<file path="config.mk">
export PLATFORM = sky130hd
export DESIGN_NAME = sar_adc_sequencer
export DESIGN_NICKNAME = d
export VERILOG_FILES = /design/src/rtl/sar_seq_pkg.sv /design/src/rtl/sar_chan_pick.sv /design/src/rtl/sar_cyc_timer.sv /design/src/rtl/sar_adc_sequencer.sv
export SDC_FILE = /design/constraint.sdc
export NUM_CORES = 1
export LEC_CHECK = 0
export BUFFER_PORTS_ARGS = -buffer_cell sky130_fd_sc_hd__buf_2
export CAP_MARGIN = 40
export CORE_MARGIN = 1
export CORE_UTILIZATION = 49
export CTS_CLUSTER_DIAMETER = 120
export DETAILED_ROUTE_END_ITERATION = 8
export PLACE_DENSITY_LB_ADDON = 0.05
export SYNTH_ARGS = -nofsm -noshare
export SYNTH_HDL_FRONTEND = slang
export SYNTH_SLANG_ARGS = --single-unit
</file>
<file path="constraint.sdc">
create_clock -name clk -period 3.7 [get_ports clk]
set_input_delay 0.74 -clock clk [delete_from_list [all_inputs] [get_ports clk]]
set_output_delay 0.74 -clock clk [all_outputs]
set_load 0.005 [all_outputs]
</file>
<file path="src/rtl/sar_seq_pkg.sv">
package sar_seq_pkg;
  typedef enum logic [3:0] {
    S_IDLE,
    S_SET_ADDR,
    S_START_HI,
    S_START_LO,
    S_WAIT_LO,
    S_WAIT_HI,
    S_OE,
    S_CAPTURE,
    S_NEXT
  } seq_state_t;
endpackage

</file>
<file path="src/rtl/sar_chan_pick.sv">
module sar_chan_pick #(
  parameter int NUM_CH = 8,
  localparam int CH_W = $clog2(NUM_CH)
) (
  input  logic            clk,
  input  logic            rst_n,
  input  logic            adv,
  input  logic            scan_en,
  input  logic [CH_W-1:0] fix_chan,
  output logic [CH_W-1:0] pick
);
  logic [CH_W-1:0] ptr_q;

  always_ff @(posedge clk or negedge rst_n) begin
    if (!rst_n) begin
      ptr_q <= '0;
    end else if (adv) begin
      ptr_q <= (ptr_q == CH_W'(NUM_CH - 1)) ? '0 : ptr_q + 1'b1;
    end
  end

  assign pick = scan_en ? ptr_q : fix_chan;

  // the scan pointer only ever steps by one, or wraps to 0
  assert_scan_step_R7: assert property (@(posedge clk) disable iff (!rst_n)
    adv |=> (ptr_q == $past(ptr_q) + 1'b1) || (ptr_q == '0));
endmodule

</file>
<file path="src/rtl/sar_cyc_timer.sv">
module sar_cyc_timer #(
  parameter int W = 8
) (
  input  logic         clk,
  input  logic         rst_n,
  input  logic         clr,
  output logic [W-1:0] cnt
);
  always_ff @(posedge clk or negedge rst_n) begin
    if (!rst_n) begin
      cnt <= '0;
    end else if (clr) begin
      cnt <= '0;
    end else if (cnt != {W{1'b1}}) begin
      cnt <= cnt + 1'b1;
    end
  end
endmodule

</file>
<file path="src/rtl/sar_adc_sequencer.sv">
module sar_adc_sequencer
  import sar_seq_pkg::*;
#(
  parameter int NUM_CH       = 8,
  parameter int DATA_W       = 8,
  parameter int START_HI_CYC = 2,
  parameter int SETTLE_CYC   = 2,
  parameter int TIMEOUT_CYC  = 4096,
  localparam int CH_W    = $clog2(NUM_CH),
  localparam int MAX_CYC = (TIMEOUT_CYC > START_HI_CYC) ?
                           ((TIMEOUT_CYC > SETTLE_CYC) ? TIMEOUT_CYC : SETTLE_CYC) :
                           ((START_HI_CYC > SETTLE_CYC) ? START_HI_CYC : SETTLE_CYC),
  localparam int CNT_W   = $clog2(MAX_CYC + 1)
) (
  input  logic              clk,
  input  logic              rst_n,
  input  logic              run_en,
  input  logic              scan_en,
  input  logic [CH_W-1:0]   fix_chan,
  output logic [CH_W-1:0]   adc_addr,
  output logic              adc_start,
  input  logic              adc_eoc,
  output logic              adc_oe,
  input  logic [DATA_W-1:0] adc_data,
  output logic              res_valid,
  input  logic              res_ready,
  output logic [CH_W-1:0]   res_chan,
  output logic [DATA_W-1:0] res_data,
  output logic              err_timeout
);
  seq_state_t state_q, state_d;
  logic [CNT_W-1:0] cnt;
  logic [CH_W-1:0]  pick;
  logic             scan_q;
  logic             stalled, tmo_hit, tmo_fire, adv;

  assign stalled  = res_valid && !res_ready;
  assign tmo_hit  = (cnt == CNT_W'(TIMEOUT_CYC - 1));
  assign tmo_fire = tmo_hit && (((state_q == S_WAIT_LO) && adc_eoc) ||
                                ((state_q == S_WAIT_HI) && !adc_eoc));
  assign adv      = (state_q == S_NEXT) && scan_q;

  sar_chan_pick #(.NUM_CH(NUM_CH)) u_pick (
    .clk(clk), .rst_n(rst_n), .adv(adv), .scan_en(scan_en),
    .fix_chan(fix_chan), .pick(pick)
  );

  sar_cyc_timer #(.W(CNT_W)) u_timer (
    .clk(clk), .rst_n(rst_n), .clr(state_d != state_q), .cnt(cnt)
  );

  always_comb begin
    state_d = state_q;
    unique case (state_q)
      S_IDLE:     if (run_en && !stalled) state_d = S_SET_ADDR;
      S_SET_ADDR: state_d = S_START_HI;
      S_START_HI: if (cnt == CNT_W'(START_HI_CYC - 1)) state_d = S_START_LO;
      S_START_LO: state_d = S_WAIT_LO;
      S_WAIT_LO:  if (!adc_eoc) state_d = S_WAIT_HI;
                  else if (tmo_hit) state_d = S_IDLE;
      S_WAIT_HI:  if (adc_eoc) state_d = S_OE;
                  else if (tmo_hit) state_d = S_IDLE;
      S_OE:       if (cnt == CNT_W'(SETTLE_CYC - 1)) state_d = S_CAPTURE;
      S_CAPTURE:  state_d = S_NEXT;
      S_NEXT:     state_d = S_IDLE;
      default:    state_d = S_IDLE;
    endcase
  end

  always_ff @(posedge clk or negedge rst_n) begin
    if (!rst_n) begin
      state_q     <= S_IDLE;
      adc_start   <= 1'b0;
      adc_oe      <= 1'b0;
      adc_addr    <= '0;
      scan_q      <= 1'b0;
      res_valid   <= 1'b0;
      res_chan    <= '0;
      res_data    <= '0;
      err_timeout <= 1'b0;
    end else begin
      state_q   <= state_d;
      adc_start <= (state_d == S_START_HI);
      adc_oe    <= (state_d == S_OE) || (state_d == S_CAPTURE);
      if ((state_q == S_IDLE) && (state_d == S_SET_ADDR)) begin
        adc_addr <= pick;
        scan_q   <= scan_en;
      end
      if (state_q == S_CAPTURE) begin
        res_data  <= adc_data;
        res_chan  <= adc_addr;
        res_valid <= 1'b1;
      end else if (res_valid && res_ready) begin
        res_valid <= 1'b0;
      end
      if (tmo_fire) err_timeout <= 1'b1;
    end
  end

  // the address is settled before the strobe rises and held while it is high
  assert_addr_hold_R2: assert property (@(posedge clk) disable iff (!rst_n)
    adc_start |-> $stable(adc_addr));
  // output enable and start never overlap
  assert_no_overlap_R5: assert property (@(posedge clk) disable iff (!rst_n)
    !(adc_start && adc_oe));
  // output enable only opens after end of conversion was seen high
  assert_oe_after_eoc_R4: assert property (@(posedge clk) disable iff (!rst_n)
    $rose(adc_oe) |-> $past(adc_eoc));
  // a stalled result is held
  assert_hold_result_R9: assert property (@(posedge clk) disable iff (!rst_n)
    stalled |=> res_valid && $stable(res_data) && $stable(res_chan));
  // no start pulse begins while the output is stalled
  assert_no_start_stall_R9: assert property (@(posedge clk) disable iff (!rst_n)
    stalled |=> !$rose(adc_start));
  // the error flag is sticky
  assert_err_sticky_R10: assert property (@(posedge clk) disable iff (!rst_n)
    err_timeout |=> err_timeout);
endmodule

</file>
* Word level (Yosys, flattened, before mapping)
Cells that the tools add are included.
** Storage, ports and cells
- Flip-flop bits (word level) :: 39
- Bits of input ports :: 17
- Output and inout bits :: 18
- Word-level logic and storage cells :: 59
** Operators by class
- $add $sub $neg :: 2
- Equal/unequal tests :: 17
- Muxes and demuxes :: 13
- Reductions and logical operators :: 16
** Operators by type and width (count)
- 4-bit case mux with 8 select lines :: 1
- 13-bit 2-to-1 mux :: 2
- 4-bit by 3-bit == test with 1-bit output (second input constant) :: 6
- 4-bit 2-to-1 mux :: 6
- 13-bit by 1-bit adder with 13-bit output (second input constant) :: 1
- 13-bit by 1-bit == test with 1-bit output (second input constant) :: 1
- 13-bit by 12-bit == test with 1-bit output (second input constant) :: 1
- 13-bit inequality test (second input constant) :: 1
- 4-bit by 2-bit == test with 1-bit output (second input constant) :: 3
- 4-bit by 1-bit == test with 1-bit output (second input constant) :: 2
- 1-bit logical AND :: 8
- 3-bit 2-to-1 mux :: 2
- 4-bit == test (second input constant) :: 1
- 4-bit logical NOT :: 1
- 4-bit inequality test :: 1
- 2-bit nonzero test :: 2
- 3-bit by 1-bit adder with 3-bit output (second input constant) :: 1
- 3-bit == test (second input constant) :: 1
- 1-bit logical NOT :: 3
- 1-bit logical OR :: 2
- 1-bit 2-to-1 mux :: 2

* Logic depth before layout (Yosys ltp)
Gate-level depths: netlist of the first run.
- Depth in word-level cells :: 8
- Gate-level depth with buffers :: 7
- Depth with buffers taken out :: 6

* Cells and area by module
Synthesis of the first run repeated with hierarchy kept, for this count alone.
** Unflattened totals
- Cell total of the unflattened synthesis :: 173
- Area total of the unflattened synthesis :: 2009.4 um^2
** Modules (own cells, without submodules)
- sar_adc_sequencer :: instances 1, cells an instance 89, area each 1109.8 um^2, sequential area each 575.6 um^2
- sar_cyc_timer :: instances 1, cells an instance 72, area each 728.2 um^2, sequential area each 325.3 um^2
- sar_chan_pick :: instances 1, cells an instance 12, area each 171.4 um^2, sequential area each 75.1 um^2

* Worst setup path before layout of the first run
OpenSTA, ideal clock, no wires.
- Path type :: input-to-reg
- From :: input port adc_eoc
- To :: register u_timer.cnt[8]
- Setup time :: 122 ps
- Arrival time :: 1729 ps
- Required time :: 3578 ps
- Setup slack :: 1849 ps
- Stages :: 6
- Path buffers :: 2
- Cells stage by stage :: buf_2 > nor2b_1 > a31oi_1 > o311ai_2 > buf_4 > nor3_2
** Between the ends
- Word-level cells in the longest chain between the ends :: 4
- Elaborated cells between the ends (all ways) :: 6
- Those cells by class :: 1 x eq/ne; 4 x mux; 1 x reduce/logical
** Ends and longest elaborated chain
- start, declared :: RTL line sar_adc_sequencer.sv:22 : input logic adc_eoc,
- 4-bit 2-to-1 mux (on tied branches) :: RTL line sar_adc_sequencer.sv:61, sar_adc_sequencer.sv:59
- 4-bit case mux with 8 select lines (*) :: RTL line sar_adc_sequencer.sv:54 : unique case (state_q)
- 4-bit inequality test (*) :: RTL line sar_adc_sequencer.sv:49 : .clk(clk), .rst_n(rst_n), .clr(state_d != state_q), .cnt(cnt)
- 13-bit 2-to-1 mux / 2-bit nonzero test (equally long branches)
- end signal, assigned :: RTL line sar_cyc_timer.sv:15 : cnt <= cnt + 1'b1;
- end, declared :: RTL line sar_cyc_timer.sv:7 : output logic [W-1:0] cnt
Mark *: on every way between the ends. The rest lies on a longest branch, timed or not.
A chain may end at the register's enable or synchronous reset.

* Worst setup path in the final report of the first run
- From :: register u_timer.cnt[0]
- To :: register u_timer.cnt[2]
** Between the ends
- Word-level cells in the longest chain between the ends :: 6
- Elaborated cells between the ends (all ways) :: 14
- Those cells by class :: 1 x add/sub; 4 x eq/ne; 8 x mux; 1 x reduce/logical
** Ends and longest elaborated chain
- 13-bit by 12-bit == test with 1-bit output :: RTL line sar_adc_sequencer.sv:38 : assign tmo_hit = (cnt == CNT_W'(TIMEOUT_CYC - 1));
- 4-bit 2-to-1 mux :: RTL line sar_adc_sequencer.sv:60, sar_adc_sequencer.sv:62
- 4-bit 2-to-1 mux (on tied branches) :: RTL line sar_adc_sequencer.sv:61, sar_adc_sequencer.sv:59
- 4-bit case mux with 8 select lines :: RTL line sar_adc_sequencer.sv:54
- 4-bit inequality test :: RTL line sar_adc_sequencer.sv:49
- 13-bit 2-to-1 mux / 2-bit nonzero test (equally long branches)
Several ways; a longest one is shown, not always the timed one. The select of a mux whose other input is x is not followed.

==> results of run 1 <==
sequential cells by signal, summed over array words and instances (netlist names):
signal and flops:
u_pick.ptr_q 3, adc_oe 1, u_timer.cnt 13, adc_addr 3
res_valid 1, res_data 8, res_chan 3, state_q 4
adc_start 1, err_timeout 1, scan_q 1
final cells by class:
cell class / instances / area, sq um
clock buffer: 5 / 68.8
clock inverter: 3 / 43.8
fill: 353 / 1670
inverter: 5 / 18.8
multi-input combinational: 126 / 1010
sequential: 39 / 976
tap: 50 / 62.6
timing repair buffer: 35 / 178
worst min-delay path by stage:
stage,start,to,slack (ns)
2_1_floorplan,rst_n,adc_addr[0]$_DFFE_PN0P_,0.44
3_3_place_gp,err_timeout$_DFFE_PN0P_,err_timeout$_DFFE_PN0P_,0.44
3_5_place_dp,err_timeout$_DFFE_PN0P_,err_timeout$_DFFE_PN0P_,0.44
4_1_cts,err_timeout$_DFFE_PN0P_,err_timeout$_DFFE_PN0P_,0.47
5_1_grt,err_timeout$_DFFE_PN0P_,err_timeout$_DFFE_PN0P_,0.48
6_report,err_timeout$_DFFE_PN0P_,err_timeout$_DFFE_PN0P_,0.46
worst register-to-register path, stage by stage, from the launching register on:
cell,delay (ns)
dfrtp_1,0.43
ha_1,0.29
nand3_1,0.24
nor4_4,0.38
o22a_4,0.35
nor4_1,0.09
kinds of logic after synthesis:
family / count (synthesis) / synth area share (%)
AOI/OAI and AO/OA: 32 / 12.4
xor gates and xnor gates: 5 / 2.10
adders and majority gates: 4 / 2.41
buffers and inverters: 15 / 4.63
DFF: 39 / 46.9
muxes: 18 / 11.0
and+or+nand+nor: 67 / 20.6
cells in the mapped netlist (3+ instances only):
cell	count	area (sq um)
a211oi_2	4	50.1
a21oi_1	3	15.0
a31oi_1	3	18.8
and4_1	4	35.0
buf_2	4	20.0
buf_4	3	22.5
dfrtp_1	39	976
ha_1	4	50.1
inv_1	4	15.0
mux2_2	7	78.8
mux2_4	8	120
mux2i_1	3	30.0
nand2_1	12	45.0
nand3_1	4	20.0
nand4_1	6	37.5
nor2_1	10	37.5
nor2b_1	4	25.0
nor3_2	6	60.1
nor4_1	3	18.8
nor4b_1	3	26.3
o21ai_0	7	35.0
or3_1	5	31.3
xnor2_1	4	35.0
routing by layer:
metal  vias to the layer above  GRT usage [%]
met3                         2           5.91
met4                         0           4.52
li1                        732              -
met2                        37           31.5
met5                         -              0
met1                       739           25.7
stage by stage:
stage / instances / setup WS, ns
floorplan: 180 / 1.85
global placement: 255 / 1.74
detailed placement: 255 / 1.70
CTS: 263 / 1.82
global route: 263 / 1.62
finish: 263 / 1.81
report_power, final:
group / internal [W] / leakage (nW) / switching [W]
clock: 0.000201 / 0.0581 / 0.000155
combinational: 0.000284 / 0.534 / 0.000265
sequential: 0.000555 / 0.508 / 0.000116
total: 0.00104 / 1.10 / 0.000536
==> flow_metrics.py, run 1 <==
metrics = {
    "clocking": {
        "post-cts-setup-buffers": 0,
        "cts_tree": "built",
        "clkTransAtPathRegs_ns": 0.08,
        "cts_resized": 0,
        "cts_sinks": 39,
        "clk_latency_ns": 0.29,
        "cts_hold_buf": 0,
        "cts_root_buf": "clkbuf_8",
        "cts-buffers-inserted": 5,
        "cts_htree_levels": 2,
        "cts_buffer_depth": 2,
    },
    "worst_setup_path": {
        "startpoint_type": "flip-flop",
        "worstPathArrival_ns": 2.06,
        "cp_max_fo": 13,
        "critical_path.startpoint": "u_timer.cnt[0]$_DFFE_PN0P_",
        "crit_path_top_delay_cell": "dfrtp_1",
        "r2r-start": "u_timer.cnt[0]$_DFFE_PN0P_",
        "reg2reg_depth": 5,
        "max_stage_delay_ns": 0.43,
        "path_class": "reg -> reg",
        "reg2reg_slack_ns": 1.81,
        "worstSetupEndpointType": "flip-flop",
        "path_cells": "ha_1 -> nand3_1 -> nor4_4 -> o22a_4 -> nor4_1",
        "endpoint": "u_timer.cnt[2]$_DFFE_PN0P_",
        "crit_cells": 5,
        "worst-path-buf-inv": 0,
        "worstPathRequired_ns": 3.87,
        "r2r_end": "u_timer.cnt[2]$_DFFE_PN0P_",
        "cp_top_family": "simple AND/OR/NAND/NOR gates",
    },
    "sta": {
        "tightestPinTransition_ns": 0.843,
        "rsz0062_at_grt": "false",
        "clock.fmax_ghz": 0.529,
        "fin_crit_ns": 1.89,
        "fin_setup_tns_ns": 0,
        "period_share_pct": 51.1,
        "whs_ns": 0.463,
        "hold_viol": 0,
        "drv_slew": 0,
        "maxSlewHeadroom_pct": 43.8,
        "finalSetupViolCount": 0,
        "fin_worst_skew_ns": 0.00225,
    },
    "global_route": {
        "grt_pass1_wl_um": 6610,
        "grt_pass1_vias": 1432,
        "antenna_found_initial": 0,
        "overflow": 0,
        "grt_max_degree": 40,
        "grtUsageTotal_pct": 19.5,
    },
    "die": {
        "ios": 35,
        "dieArea_sq_um": 4510,
        "initial_core_util_pct": 51.6,
        "dieHeight_um": 67.2,
        "core-area_sq_um": 4030,
        "die_w_um": 67.2,
        "num_rows": 23,
    },
    "synth": {
        "ys.flop_type": "dfrtp_1",
        "ys_async_sr_fraction_pct": 100,
        "synth-seq-cells": 39,
        "ys_warn_count": 0,
        "seq_area_frac_synth_pct": 46.9,
        "synth_edf_count": 0,
        "syn_inst": 180,
        "synth_nets": 201,
        "netlist_area_sq_um": 2080,
        "synth.distinct_cells": 48,
        "avgSynthCellArea_sq_um": 11.6,
    },
    "place": {
        "dp_hpwl_um": 2840,
        "routabilityCongestion": 0.824,
        "portBuffers": 34,
        "post_dp_cell_area_sq_um": 2240,
    },
    "cells_and_area": {
        "drive_gt1_share_pct": 34.7,
        "layout_commonest_cell": "dfrtp_1",
        "stdcell_area_sq_um": 2360,
        "nNetsFinal": 233,
        "final_util_pct": 58.5,
        "num_antenna_cells": 0,
        "final_cell_mix": "dfrtp_1, buf_2, nand2_1",
        "areaGrowthSynthToFinish_pct": 13.2,
    },
    "pwr": {
        "leakagePower_nw": 1.10,
        "power.density_nw_per_um2": 669,
        "peakVddDrop_mv": 0.437,
        "power_w": 0.00158,
    },
    "detailed_routing": {
        "post-route-drc-count": 0,
        "vias": 1510,
        "met1_length_um": 1890,
        "ant_nets": 0,
        "wl_met3_um": 213,
        "viasPerCell": 5.74,
        "wl_met2_um": 1860,
        "wl_um": 3980,
        "routed.top_layer": "met4",
        "dr.pass1.iters": 4,
        "drtIter0Drc": 68,
        "post_drt_wl_per_cell_um": 15.1,
    },
    "hold_path": {
        "hold_path_class": "reg -> reg",
        "min_path_cells": 1,
    },
    "run_status": {
        "status": "completed",
    },
    "flow_run": {
        "max_cap_viol_count": 0,
    },
}
Note: power is estimated with default switching activity, not from simulation.
==> inputs of run 2 (changes only) <==
Settings changed: ABC_AREA set to 1.
Clock period 3.7 ns to 1.7 ns, I/O delays scaled along.
==> flow_metrics.py, run 2 <==
metrics = {
    "synth": {
        "synth.top_cell.area_share_pct": 49.9,
        "synth_edf_count": 0,
        "synthMuxAreaShare_pct": 0.512,
        "netlist_area_sq_um": 1960,
        "yosysMostFrequentCell": "nand2_1",
        "synthAdderAreaFrac_pct": 2.56,
        "yosys.area_share.simple_pct": 33.7,
        "synth_top_area_cell": "dfrtp_1",
        "synth_top_family_by_area": "simple AND/OR/NAND/NOR gates",
        "syn_inst": 245,
        "ys_async_sr_fraction_pct": 100,
        "netlist_top_cells_area": "dfrtp_1, nand2_1, nor2_1",
        "seq_area_frac_synth_pct": 49.9,
        "synth-seq-cells": 39,
        "synth-compound-area-share_pct": 5.24,
        "synth.distinct_cells": 29,
        "ys_warn_count": 0,
        "synth_common_cells": "nand2_1, dfrtp_1, nor2_1",
        "avgSynthCellArea_sq_um": 7.99,
        "synth_xor_area_share_pct": 1.79,
        "synth_nets": 266,
        "ys.flop_type": "dfrtp_1",
    },
    "sta": {
        "fin_crit_ns": 1.72,
        "fin_worst_skew_ns": 0.00620,
        "drv_slew": 0,
        "whs_ns": 0.244,
        "fin_ws_ns": -0.0172,
        "tightestPinTransition_ns": 0.431,
        "clock.fmax_ghz": 0.582,
        "finalSetupViolCount": 9,
        "maxSlewHeadroom_pct": 71.3,
        "hold_viol": 0,
        "rsz0062_at_grt": "true",
        "period_share_pct": 101,
    },
    "worst_setup_path": {
        "worstPathArrival_ns": 1.90,
        "worstSetupEndpointType": "flip-flop",
        "r2r_end": "u_timer.cnt[7]$_DFFE_PN0P_",
        "startpoint_type": "flip-flop",
        "max_stage_delay_ns": 0.40,
        "crit_top_cell": "nand2_1",
        "reg2reg_slack_ns": -0.02,
        "reg2reg_depth": 11,
        "worstPathRequired_ns": 1.88,
        "path_cells": "ha_2 -> inv_2 -> nor2_1 -> nand4_1 -> nand2_1 -> nand2_1 -> nand2_1 -> nand4_1 -> nand2_2 -> buf_12 -> nor2_2",
        "r2r-start": "u_timer.cnt[0]$_DFFE_PN0P_",
        "path_class": "reg -> reg",
        "crit_path_top_delay_cell": "dfrtp_1",
        "cp_max_fo": 9,
    },
    "hold_path": {
        "min_path_cells": 3,
        "min_from": "adc_data[0]",
        "min_to": "res_data[0]$_DFFE_PN0P_",
        "hold_path_class": "in -> reg",
    },
    "cells_and_area": {
        "final_cells": 346,
        "final_cell_mix": "nand2_1, dfrtp_1, buf_2",
        "seq_area_sq_um": 976,
        "num_antenna_cells": 0,
        "stdcell_area_sq_um": 2430,
        "top_regs": "u_timer.cnt x13, res_data x8, state_q x4",
        "areaGrowthSynthToFinish_pct": 24.2,
        "top_register": "u_timer.cnt",
        "drive_gt1_share_pct": 27.2,
        "layout_commonest_cell": "nand2_1",
        "multi_input_area_sq_um": 877,
        "largest_reg_flops": 13,
        "fillers": 338,
        "nNetsFinal": 318,
    },
    "die": {
        "dieArea_sq_um": 4250,
        "dieHeight_um": 65.2,
        "num_rows": 22,
        "ios": 35,
        "die_w_um": 65.2,
        "core-area_sq_um": 3740,
        "initial_core_util_pct": 52.3,
    },
    "global_route": {
        "grt_pass1_vias": 1521,
        "antenna_found_initial": 0,
        "grt_max_degree": 20,
        "overflow": 0,
        "grtUsageTotal_pct": 20.6,
        "grt_pass1_wl_um": 6590,
    },
    "pwr": {
        "power.density_nw_per_um2": 1470,
        "power_w": 0.00357,
        "leakagePower_nw": 1.26,
        "peakVddDrop_mv": 0.884,
    },
    "place": {
        "post-place-cells": 333,
        "portBuffers": 34,
        "post_dp_cell_area_sq_um": 2250,
        "dp_hpwl_um": 2940,
        "routabilityCongestion": 0.900,
        "dp_slack_ns": 0.0122,
    },
    "run_status": {
        "status": "complete, but fails checks",
        "violations": "setup timing",
    },
    "detailed_routing": {
        "drtIter0Drc": 127,
        "dr.pass1.iters": 4,
        "wl_um": 3990,
        "post_drt_wl_per_cell_um": 11.5,
        "viasPerCell": 4.90,
        "vias": 1696,
        "ant_nets": 0,
        "post-route-drc-count": 0,
    },
    "clocking": {
        "cts-buffers-inserted": 5,
        "cts_root_buf": "clkbuf_8",
        "cts_tree": "built",
        "cts_sinks": 39,
        "cts_htree_levels": 2,
        "cts_buffer_depth": 2,
        "clk_latency_ns": 0.30,
        "clkTransAtPathRegs_ns": 0.07,
    },
    "flow_run": {
        "max_cap_viol_count": 0,
    },
}
==> run 2: cell count changes after synthesis, moves of 4 or more <==
cell     delta
nand2_1    +73
inv_1      +22
nor2_1     +18
nand3_1    +10
nor2_2      +9
mux2_4      -8
mux2_2      -7
nor3_2      -6
or3_1       -5
and4_1      -4
buf_2       -4
nor2b_1     -4
==> run 2: cell families (layout without fill, tap and decap cells) <==
kind of cell / Yosys count / in the layout
adders and majority gates: 4 / 4
xor gates and xnor gates: 4 / 4
AOI/OAI and AO/OA: 16 / 16
DFF: 39 / 39
muxes: 1 / 1
buffers and inverters: 31 / 84
and+or+nand+nor: 150 / 150
==> run 2: area by class of cell <==
class	instances	share of cell area, %
clock buffer	6	3.40
tap	48	2.47
inverter	28	4.33
multi-input combinational	175	36.1
sequential	39	40.2
timing repair buffer	48	12.1
clock inverter	2	1.44
==> run 2: timing repair <==
item                                    in CTS  in global routing
endpoints found under the setup margin       1                 13
buffers inserted                             0                  4
resized for setup                            0                  9
hold endpoints to repair                    17                  0
cloned                                       0                  0
pin swaps                                    1                  4
hold buffers                                 1                  0
==> run 2: through the flow <==
stage,utilization (%),TNS [ns]
final,64.9,-0.0999
after global routing,64.9,-1.83
after CTS,63.5,0
after detailed placement,60.1,0
after global placement,60.1,0
after floorplan,-,0
==> run 2: metal layers <==
layer  vias to the layer above  global-route usage, %  routed length (um)
met5                         -                      0                   0
met2                        37                   30.5                1780
li1                        874                      -                   -
met4                         0                   9.78                  83
met3                        10                   5.56                 185
met1                       775                   28.0                1950
==> run 2: worst max-delay path by stage <==
stage | from | to | slack (ns) | cells past startpoint
after CTS | u_timer.cnt[0]$_DFFE_PN0P_ | u_timer.cnt[1]$_DFFE_PN0P_ | 0.02 | 11
after global placement | u_timer.cnt[0]$_DFFE_PN0P_ | u_timer.cnt[10]$_DFFE_PN0P_ | 0.10 | 9
after detailed placement | u_timer.cnt[0]$_DFFE_PN0P_ | u_timer.cnt[1]$_DFFE_PN0P_ | 0.01 | 9
after floorplan | u_timer.cnt[0]$_DFFE_PN0P_ | u_timer.cnt[7]$_DFFE_PN0P_ | 0.10 | 11
final | u_timer.cnt[0]$_DFFE_PN0P_ | u_timer.cnt[7]$_DFFE_PN0P_ | -0.02 | 11
after global routing | u_timer.cnt[0]$_DFFE_PN0P_ | u_timer.cnt[7]$_DFFE_PN0P_ | -0.16 | 11
==> run 2: power breakdown <==
part	leakage, nW	internal [W]	switching (W)
sequential	0.505	0.00120	0.000181
combinational	0.694	0.000627	0.000782
clock	0.0612	0.000474	0.000310
==> run 2: critical path, delay by kind of cell, from the launching register on <==
kind / cells / cell delay [ns]
adders and majority gates: 1 / 0.21
buffers and inverters: 2 / 0.18
and+or+nand+nor: 8 / 0.80
DFF: 1 / 0.40
==> inputs of run 3 (changes only) <==
Settings changed: SLEW_MARGIN set to 20, SYNTH_HIERARCHICAL set to 1.
==> flow_metrics.py, run 3 <==
metrics = {
    "worst_setup_path": {
        "critical_path.startpoint": "state_q[3]$_DFF_PN0_",
        "path_class": "reg -> reg",
        "worstPathArrival_ns": 1.96,
        "crit_path_top_delay_cell": "dfrtp_2",
        "r2r_end": "u_timer/cnt[9]$_DFFE_PN0P_",
        "cp_top_family": "simple AND/OR/NAND/NOR gates",
        "reg2reg_depth": 10,
        "max_stage_delay_ns": 0.48,
        "crit_cells": 10,
        "reg2reg_slack_ns": -0.07,
        "worst-path-buf-inv": 1,
        "r2r-start": "state_q[3]$_DFF_PN0_",
        "endpoint": "u_timer/cnt[9]$_DFFE_PN0P_",
        "worstSetupEndpointType": "flip-flop",
        "worstPathRequired_ns": 1.89,
        "cp_max_fo": 7,
        "path_cells": "nor2_4 -> nand2_2 -> nor2_1 -> nand2_1 -> nand3_2 -> a21oi_4 -> nand2_4 -> clkinvlp_4 -> nand3_2 -> nand2_1",
        "startpoint_type": "flip-flop",
    },
    "synth": {
        "ys.flop_type": "dfrtp_1",
        "seq_area_frac_synth_pct": 44.7,
        "synth_nets": 308,
        "synth_top_area_cell": "dfrtp_1",
        "avgSynthCellArea_sq_um": 7.58,
        "syn_inst": 288,
        "synth_edf_count": 0,
        "synth.top_cell.area_share_pct": 44.7,
        "netlist_top_cells_area": "dfrtp_1, nand2_1, nand3_1",
        "synth_common_cells": "nand2_1, dfrtp_1, nand3_1",
        "ys_async_sr_fraction_pct": 100,
        "netlist_area_sq_um": 2180,
        "ys_warn_count": 6,
        "yosysMostFrequentCell": "nand2_1",
        "synth-seq-cells": 39,
        "synth.distinct_cells": 26,
    },
    "die": {
        "core-area_sq_um": 4140,
        "ios": 35,
        "die_w_um": 68.7,
        "num_rows": 23,
        "dieHeight_um": 68.7,
        "initial_core_util_pct": 52.7,
        "dieArea_sq_um": 4720,
    },
    "run_status": {
        "status": "complete, but fails checks",
        "violations": "setup timing",
    },
    "detailed_routing": {
        "vias": 2028,
        "post_drt_wl_per_cell_um": 12.4,
        "wl_um": 5130,
        "post-route-drc-count": 0,
        "ant_nets": 0,
        "viasPerCell": 4.92,
        "dr.pass1.iters": 4,
        "drtIter0Drc": 84,
    },
    "sta": {
        "maxSlewHeadroom_pct": 67.1,
        "drv_slew": 0,
        "hold_viol": 0,
        "rsz0062_at_grt": "true",
        "fin_ws_ns": -0.0735,
        "clock.fmax_ghz": 0.564,
        "tightestPinTransition_ns": 0.494,
        "finalSetupViolCount": 12,
        "fin_crit_ns": 1.77,
        "period_share_pct": 104,
        "fin_worst_skew_ns": 0.00558,
    },
    "clocking": {
        "cts_htree_levels": 2,
        "cts_hold_buf": 0,
        "cts_sinks": 39,
        "clkTransAtPathRegs_ns": 0.08,
        "cts_tree": "built",
        "cts_buffer_depth": 2,
        "clk_latency_ns": 0.29,
        "cts-buffers-inserted": 5,
        "cts_root_buf": "clkbuf_8",
    },
    "global_route": {
        "grtUsageTotal_pct": 23.2,
        "grt_pass1_vias": 1796,
        "antenna_found_initial": 0,
        "overflow": 0,
        "grt_max_degree": 40,
        "grt_pass1_wl_um": 7870,
    },
    "place": {
        "post-place-cells": 396,
        "portBuffers": 34,
        "routabilityCongestion": 0.803,
        "post_dp_cell_area_sq_um": 2590,
        "dp_slack_ns": -0.0876,
        "dp_hpwl_um": 3520,
    },
    "flow_run": {
        "max_cap_viol_count": 0,
    },
    "cells_and_area": {
        "layout_commonest_cell": "nand2_1",
        "largest_reg_flops": 13,
        "top_regs": "u_timer/cnt x13, res_data x8, state_q x4",
        "top_register": "u_timer/cnt",
        "areaGrowthSynthToFinish_pct": 35.0,
        "final_cells": 412,
        "num_antenna_cells": 0,
        "drive_gt1_share_pct": 40.6,
        "stdcell_area_sq_um": 2950,
        "final_cell_mix": "nand2_1, dfrtp_1, buf_2",
        "nNetsFinal": 381,
    },
    "hold_path": {
        "hold_path_class": "in -> async",
    },
    "pwr": {
        "power.density_nw_per_um2": 1390,
        "peakVddDrop_mv": 0.661,
        "leakagePower_nw": 1.55,
    },
}
-- run 3: worst min path at each step --
stage / start / to / slack, ns / cells after the start
after floorplan: rst_n / adc_addr[0]$_DFFE_PN0P_ / 0.04 / 0
after global placement: rst_n / adc_oe$_DFF_PN0_ / 0.42 / 2
after detailed placement: rst_n / state_q[2]$_DFF_PN0_ / 0.42 / 2
after CTS: rst_n / u_timer/cnt[5]$_DFFE_PN0P_ / 0.11 / 2
after global routing: rst_n / u_timer/cnt[11]$_DFFE_PN0P_ / 0.14 / 2
final: rst_n / adc_oe$_DFF_PN0_ / 0.09 / 2
-- run 3: metal layers --
metal	vias to the layer above	global-route usage [%]	wire length, um
li1	1055	-	-
met1	927	28.2	2350
met2	40	39.2	2530
met3	6	4.77	174
met4	0	11.0	69
met5	-	0	0
-- run 3: cell type report --
type	count	area (sq um)
Sequential cell	39	981
Clock inverter	3	43.8
Timing Repair inverter	2	16.3
Clock buffer	5	68.8
Timing Repair Buffer	65	419
Fill cell	359	1200
Multi-Input combinational cell	214	1210
Inverter	34	140
Tap cell	50	62.6
-- run 3: stage by stage --
step / total power (W) / util, % / TNS (ns) / hold WS, ns
6_report: 0.00409 / 71.1 / -0.480 / 0.0918
2_1_floorplan: 0.00220 / - / 0 / 0.0444
4_1_cts: 0.00369 / 66.2 / 0 / 0.109
3_3_place_gp: 0.00273 / 62.6 / -0.360 / 0.425
3_5_place_dp: 0.00274 / 62.6 / -0.830 / 0.425
5_1_grt: 0.00440 / 71.1 / -1.52 / 0.137
-- run 3: worst reg2reg max path, cell delays in order, from the launching register on --
cell and delay (ns):
dfrtp_2 0.48, nor2_4 0.18, nand2_2 0.10, nor2_1 0.11, nand2_1 0.11, nand3_2 0.11, a21oi_4 0.06, nand2_4 0.11
clkinvlp_4 0.23, nand3_2 0.14, nand2_1 0.05
-- run 3: report_power, final --
part / total, W / switching [W] / internal, W
combinational: 0.00193 / 0.00113 / 0.000797
sequential: 0.00138 / 0.000190 / 0.00119
clock: 0.000777 / 0.000340 / 0.000437
-- run 3: kinds of logic after synthesis --
family / share of synthesized area [%]
flops: 44.7
buf+inv: 6.54
compound gates: 4.53
simple gates: 42.5
fa+ha+maj: 1.72
-- run 3: timing repair --
action,in CTS,in global routing
gates cloned,1,2
buffers inserted,0,5
endpoints found under the setup margin,12,13
gates resized for setup,9,33
pin swaps,1,16
